## config.mk

```make
export PLATFORM = sky130hd
export DESIGN_NAME = flag_bypass_unit
export DESIGN_NICKNAME = d
export VERILOG_FILES = /design/src/rtl/flag_pkg.sv /design/src/rtl/flag_store.sv /design/src/rtl/flag_spr.sv /design/src/rtl/flag_fwd.sv /design/src/rtl/cr0_gen.sv /design/src/rtl/flag_bypass_unit.sv
export SDC_FILE = /design/constraint.sdc
export NUM_CORES = 1
export LEC_CHECK = 0
export ABC_AREA = 1
export BUFFER_PORTS_ARGS = -buffer_cell sky130_fd_sc_hd__buf_2
export CORE_AREA = 2 2 111 113
export CTS_CLUSTER_DIAMETER = 60
export CTS_CLUSTER_SIZE = 40
export DETAILED_ROUTE_END_ITERATION = 8
export DIE_AREA = 0 0 113 115
export HOLD_SLACK_MARGIN = 0.02
export PLACE_DENSITY = 0.53
export SYNTH_ARGS = -nofsm -noshare
export SYNTH_HDL_FRONTEND = slang
export SYNTH_SLANG_ARGS = --single-unit
```

## constraint.sdc

```tcl
create_clock -name clk_i -period 0.91 [get_ports clk_i]
set_input_delay 0.0455 -clock clk_i [delete_from_list [all_inputs] [get_ports clk_i]]
set_output_delay 0.0455 -clock clk_i [all_outputs]
set_load 0.02 [all_outputs]
```

## src/rtl/flag_pkg.sv

```systemverilog
package flag_pkg;
  localparam int FLAG_W = 5;
  localparam int XLEN   = 64;
  localparam int N_SRC  = 3;
  // special-register image bit positions
  localparam int POS_SO   = 31;
  localparam int POS_OV   = 30;
  localparam int POS_CA   = 29;
  localparam int POS_OV32 = 19;
  localparam int POS_CA32 = 18;
  localparam int CR_FIELDS = 8;

  typedef struct packed {
    logic so;
    logic ov;
    logic ca;
    logic ov32;
    logic ca32;
  } flags_t;
endpackage

```

## src/rtl/flag_store.sv

```systemverilog
module flag_store
  import flag_pkg::*;
#(
  parameter int NSRC = N_SRC
) (
  input  logic                 clk_i,
  input  logic                 rst_ni,
  input  logic [NSRC-1:0]      we_i,
  input  flags_t [NSRC-1:0]    wdata_i,
  output flags_t               rd_o,
  output logic                 conflict_o
);
  localparam int CNT_W = $clog2(NSRC + 1);

  flags_t          q_r;
  flags_t          sel;
  logic [CNT_W-1:0] n_we;

  // lowest index wins
  always_comb begin
    sel  = wdata_i[0];
    n_we = '0;
    for (int i = NSRC - 1; i >= 0; i--) begin
      if (we_i[i]) sel = wdata_i[i];
      n_we = n_we + CNT_W'(we_i[i]);
    end
  end

  assign conflict_o = (n_we > CNT_W'(1));
  assign rd_o       = (|we_i) ? sel : q_r;

  always_ff @(posedge clk_i or negedge rst_ni) begin
    if (!rst_ni)     q_r <= '0;
    else if (|we_i)  q_r <= sel;
  end

  assert_hold_R2: assert property (@(posedge clk_i) disable iff (!rst_ni)
    !(|we_i) |=> q_r == $past(q_r));
  assert_commit_R3: assert property (@(posedge clk_i) disable iff (!rst_ni)
    (|we_i) |=> q_r == $past(rd_o));
  assert_first_wins_R4: assert property (@(posedge clk_i) disable iff (!rst_ni)
    we_i[0] |=> q_r == $past(wdata_i[0]));
endmodule

```

## src/rtl/flag_spr.sv

```systemverilog
module flag_spr
  import flag_pkg::*;
#(
  parameter int W = XLEN
) (
  input  flags_t       flags_i,
  output logic [W-1:0] image_o,
  input  logic [W-1:0] image_i,
  output flags_t       flags_o
);
  always_comb begin
    image_o           = '0;
    image_o[POS_SO]   = flags_i.so;
    image_o[POS_OV]   = flags_i.ov;
    image_o[POS_CA]   = flags_i.ca;
    image_o[POS_OV32] = flags_i.ov32;
    image_o[POS_CA32] = flags_i.ca32;
    flags_o.so   = image_i[POS_SO];
    flags_o.ov   = image_i[POS_OV];
    flags_o.ca   = image_i[POS_CA];
    flags_o.ov32 = image_i[POS_OV32];
    flags_o.ca32 = image_i[POS_CA32];
  end
endmodule

```

## src/rtl/flag_fwd.sv

```systemverilog
module flag_fwd
  import flag_pkg::*;
(
  input  logic   clk_i,
  input  logic   rst_ni,
  input  logic   valid_i,
  input  flags_t dec_flags_i,
  input  logic   upd_we_i,
  input  flags_t upd_flags_i,
  input  logic   mt_we_i,
  input  flags_t mt_flags_i,
  output flags_t eff_o,
  output logic   res_we_o,
  output flags_t res_flags_o
);
  flags_t nxt;
  logic   nxt_we;

  assign eff_o  = res_we_o ? res_flags_o : dec_flags_i;
  assign nxt_we = mt_we_i | upd_we_i;

  always_comb begin
    if (mt_we_i)       nxt = mt_flags_i;
    else if (upd_we_i) nxt = upd_flags_i;
    else               nxt = eff_o;
  end

  always_ff @(posedge clk_i or negedge rst_ni) begin
    if (!rst_ni) begin
      res_we_o    <= 1'b0;
      res_flags_o <= '0;
    end else begin
      res_we_o <= valid_i & nxt_we;
      if (valid_i) res_flags_o <= nxt;
    end
  end

  assert_fwd_R5: assert property (@(posedge clk_i) disable iff (!rst_ni)
    (valid_i && nxt_we) |=> eff_o == $past(nxt));
  assert_carry_R10: assert property (@(posedge clk_i) disable iff (!rst_ni)
    (valid_i && !nxt_we) |=> res_flags_o == $past(eff_o));
endmodule

```

## src/rtl/cr0_gen.sv

```systemverilog
module cr0_gen
  import flag_pkg::*;
#(
  parameter int W = XLEN
) (
  input  logic                 valid_i,
  input  logic                 rc_i,
  input  logic [W-1:0]         data_i,
  input  flags_t               flags_i,
  output logic                 we_o,
  output logic [CR_FIELDS-1:0] mask_o,
  output logic [31:0]          data_o
);
  logic lt, eq, gt;

  assign lt   = data_i[W-1];
  assign eq   = ~|data_i;
  assign gt   = ~lt & ~eq;
  assign we_o = valid_i & rc_i;

  always_comb begin
    mask_o = '0;
    data_o = '0;
    if (we_o) begin
      mask_o[CR_FIELDS-1] = 1'b1;
      data_o[31:28]       = {lt, gt, eq, flags_i.so};
    end
  end

  always_comb begin
    if (we_o) assert_cr_class_R8: assert ($countones(data_o[31:29]) == 1);
    assert_mask_R9: assert ($onehot0(mask_o));
  end
endmodule

```

## src/rtl/flag_bypass_unit.sv

```systemverilog
module flag_bypass_unit
  import flag_pkg::*;
(
  input  logic        clk_i,
  input  logic        rst_ni,
  input  logic        alu_we_i,
  input  logic [4:0]  alu_flags_i,
  input  logic        mul_we_i,
  input  logic [4:0]  mul_flags_i,
  input  logic        div_we_i,
  input  logic [4:0]  div_flags_i,
  output logic [4:0]  rd_flags_o,
  output logic        wb_conflict_o,
  input  logic        ex_valid_i,
  input  logic [4:0]  ex_dec_flags_i,
  input  logic        ex_upd_we_i,
  input  logic [4:0]  ex_upd_flags_i,
  input  logic        ex_mtspr_i,
  input  logic [63:0] ex_spr_wdata_i,
  output logic [4:0]  ex_flags_o,
  output logic [63:0] ex_spr_rdata_o,
  output logic        ex_res_we_o,
  output logic [4:0]  ex_res_flags_o,
  input  logic        rec_valid_i,
  input  logic        rec_rc_i,
  input  logic [63:0] rec_data_i,
  input  logic [4:0]  rec_flags_i,
  output logic        cr_we_o,
  output logic [7:0]  cr_mask_o,
  output logic [31:0] cr_data_o
);
  flags_t [N_SRC-1:0] wb_data;
  flags_t             rd_f, eff_f, mt_f, res_f;

  // index order sets priority: ALU, multiplier, divider
  assign wb_data = {flags_t'(div_flags_i), flags_t'(mul_flags_i), flags_t'(alu_flags_i)};

  flag_store #(.NSRC(N_SRC)) u_store (
    .clk_i      (clk_i),
    .rst_ni     (rst_ni),
    .we_i       ({div_we_i, mul_we_i, alu_we_i}),
    .wdata_i    (wb_data),
    .rd_o       (rd_f),
    .conflict_o (wb_conflict_o)
  );

  flag_spr #(.W(XLEN)) u_spr (
    .flags_i (eff_f),
    .image_o (ex_spr_rdata_o),
    .image_i (ex_spr_wdata_i),
    .flags_o (mt_f)
  );

  flag_fwd u_fwd (
    .clk_i       (clk_i),
    .rst_ni      (rst_ni),
    .valid_i     (ex_valid_i),
    .dec_flags_i (flags_t'(ex_dec_flags_i)),
    .upd_we_i    (ex_upd_we_i),
    .upd_flags_i (flags_t'(ex_upd_flags_i)),
    .mt_we_i     (ex_mtspr_i),
    .mt_flags_i  (mt_f),
    .eff_o       (eff_f),
    .res_we_o    (ex_res_we_o),
    .res_flags_o (res_f)
  );

  cr0_gen #(.W(XLEN)) u_cr0 (
    .valid_i (rec_valid_i),
    .rc_i    (rec_rc_i),
    .data_i  (rec_data_i),
    .flags_i (flags_t'(rec_flags_i)),
    .we_o    (cr_we_o),
    .mask_o  (cr_mask_o),
    .data_o  (cr_data_o)
  );

  assign rd_flags_o     = rd_f;
  assign ex_flags_o     = eff_f;
  assign ex_res_flags_o = res_f;

  assert_mtspr_we_R7: assert property (@(posedge clk_i) disable iff (!rst_ni)
    (ex_valid_i && ex_mtspr_i) |=> ex_res_we_o);
  assert_mtspr_val_R7: assert property (@(posedge clk_i) disable iff (!rst_ni)
    (ex_valid_i && ex_mtspr_i) |=> ex_spr_rdata_o[31:29] == $past({ex_spr_wdata_i[31:29]}));
endmodule

```

==> metrics.txt <==
commonest non-fill, non-tap cells in the layout buf_2, conb_1, nor2_1, buf_6, nand2_1; Finished Layout Cells about 560; final hold violations 0; Distinct cells, synth 26; Worst-path clk slew ~0.040 ns; ratio of cells with drive above 1 in the final layout 0.504; Crit. End Element output pin; CTS buffer count 3; CP Class reg -> out; Die Span Y 115 um; part of the cycle the worst path needs 1.39; HP Class in -> reg; Vias 1895; largest net degree at the start of global routing 12; Starting DRT DRC Count 60; vias per cell 3.37; Required @ worst endpoint 0.86 ns; initial antenna violation count 0; gp weighted congestion 0.773; GR Overflow Total 0; Max-cap violations 0; critical path fanouts, max 4; vias in the first global route 1571; Filler cells about 1300; Die ar. 13000 sq um; I/O Buffers around 130; Final setup viols 24; Starting Density 0.150; Sum Neg Setup Slack -5.21 ns; Layout Skew 0.00668 ns; core area 11800 sq um; Synth Warn # 0; H-tree levels 1; Post-synth EDFFs 0; nets about 600; crit path DAT 1.22 ns; commonest non-fill, non-tap cell in the layout buf_2; status finished with violations; CTS tree built; die width 113 um; clock root cell clkbuf_16; predominant post-synthesis flop cell dfrtp_1; Routed Antenna Nets 0; Post-route DRC 14; Setup crit start kind register; min cycle time layout 1.26 ns; DR pass1 iterations 6; Post-DP HPWL about 4400 um; Seq/Total Area, Yosys 0.156; Area Growth Syn to Fin 62.8%; Total GRT Usage 0.0676; # rows 40; syn_area_per_cell 6.65 sq um; final setup margin -0.352 ns; Leakage 1.52 nW; Ports 290; TritonCTS sink count 11; Synth Instances 266; Worst-Skew Late Latency 0.24 ns; Post-Place Cells 547; fmax 792 MHz; Final Slew Violations 0; Pwr per Cell Area approximately 1000 nW/um^2; maximum root-to-sink buffer count 2; global-route wire length before repair 7040 um; routed len/inst between 9 and 10 um; violated checks DRC, setup timing; Antenna diodes 0; Post-Route WL 5230 um; unrepaired setup endpoints after global routing yes; Worst VDD drop a little under 0.4 mV; number of synthesized register bits 11; Cell Area, Synth 1770 sq um; asr flop ratio synth 1.00
==> synth_stat cells, types with 2 or more instances <==
cell	number	share of area
nand2_1	37	0.079
a31oi_1	4	0.014
dfrtp_1	11	0.16
a21oi_1	10	0.028
o211ai_1	4	0.017
a21oi_2	2	0.0099
buf_4	100	0.42
or2_2	4	0.014
o21ai_1	5	0.014
a22oi_1	6	0.025
nor2_1	56	0.12
inv_1	11	0.023
o21ai_2	3	0.015
==> final timing paths <==
check / startpoint / end / slack, ns / cells past startpoint
worst max-delay path: u_fwd.res_we_o / ex_spr_rdata_o[30] / -0.35 / 5
worst min-delay path: ex_spr_wdata_i[29] / u_fwd.res_flags_o[2] / 0.03 / 3
worst max register to register: u_fwd.res_we_o / u_fwd.res_flags_o[0] / -0.34 / 6
worst min register to register: u_store.q_r[4] / u_store.q_r[4] / 0.56 / 2
max in group asynchronous: rst_ni / u_fwd.res_we_o / 0.45 / 2
min in group asynchronous: rst_ni / u_fwd.res_flags_o[0] / 0.22 / 2
==> power by group <==
part	total, W	internal (W)	switching [W]
clock	0.000808	0.000589	0.000219
sequential	0.000578	0.000545	0.0000326
combinational	0.00154	0.000634	0.000904
==> metrics by stage <==
stage / utilization / area [sq um] / hold WS [ns] / setup slack [ns] / power, W
floorplan: - / 2200 / -0.250 / -0.271 / 0.00170
global placement: 0.200 / 2360 / -0.0631 / -0.236 / 0.00182
detailed placement: 0.200 / 2360 / -0.0644 / -0.261 / 0.00182
CTS: 0.230 / 2710 / 0.0254 / -0.352 / 0.00285
global route: 0.244 / 2880 / 0.0345 / -0.399 / 0.00310
finish: 0.244 / 2880 / 0.0336 / -0.352 / 0.00292
==> final cells by class <==
class / count / area (sq um) / share of cell area
multi-input cells: 232 / 1210 / 0.422
repair buffers: 155 / 1060 / 0.369
flip-flops and latches: 11 / 277 / 0.0960
well taps: 147 / 184 / 0.0639
clock buffers: 4 / 78.8 / 0.0274
inverters: 13 / 62.6 / 0.0217
==> logic make-up (layout without fill, tap and decap cells) <==
| family | Yosys count | count (layout) | share of synthesized area |
|---|---|---|---|
| compound gates | 36 | 36 | 0.133 |
| simple gates | 101 | 101 | 0.231 |
| fa+ha+maj | 1 | 1 | 0.00708 |
| flops | 11 | 11 | 0.156 |
| other cells | 1 | 94 | 0.00212 |
| buf+inv | 116 | 172 | 0.471 |
==> sequential cells by signal (all words and copies together) (netlist names) <==
signal and count:
u_store.q_r 5, u_fwd.res_flags_o 5, u_fwd.res_we_o 1
==> metal layers <==
layer,wire length [um],share of wire,vias to the layer above,track usage
met5,0,0,-,0
met4,36,0.0069,0,0.0171
met3,624,0.12,2,0.0142
met2,2770,0.53,147,0.139
met1,1790,0.34,803,0.0688
li1,-,-,943,-
==> what timing repair did <==
| item | in CTS | in global routing |
|---|---|---|
| endpoints found under the hold margin | 12 | 0 |
| resized for setup | 58 | 39 |
| setup buffers | 7 | 4 |
| setup endpoints to repair | 27 | 26 |
| hold buffers | 2 | 0 |
| pin swaps | 18 | 24 |
==> worst max-delay path: stages (launching register included) <==
cell and delay [ns]:
dfrtp_2 0.43, buf_12 0.14, nand2_2 0.08, o21ai_4 0.06, buf_4 0.13, buf_4 0.15
Power figures use the tool's default switching activity.
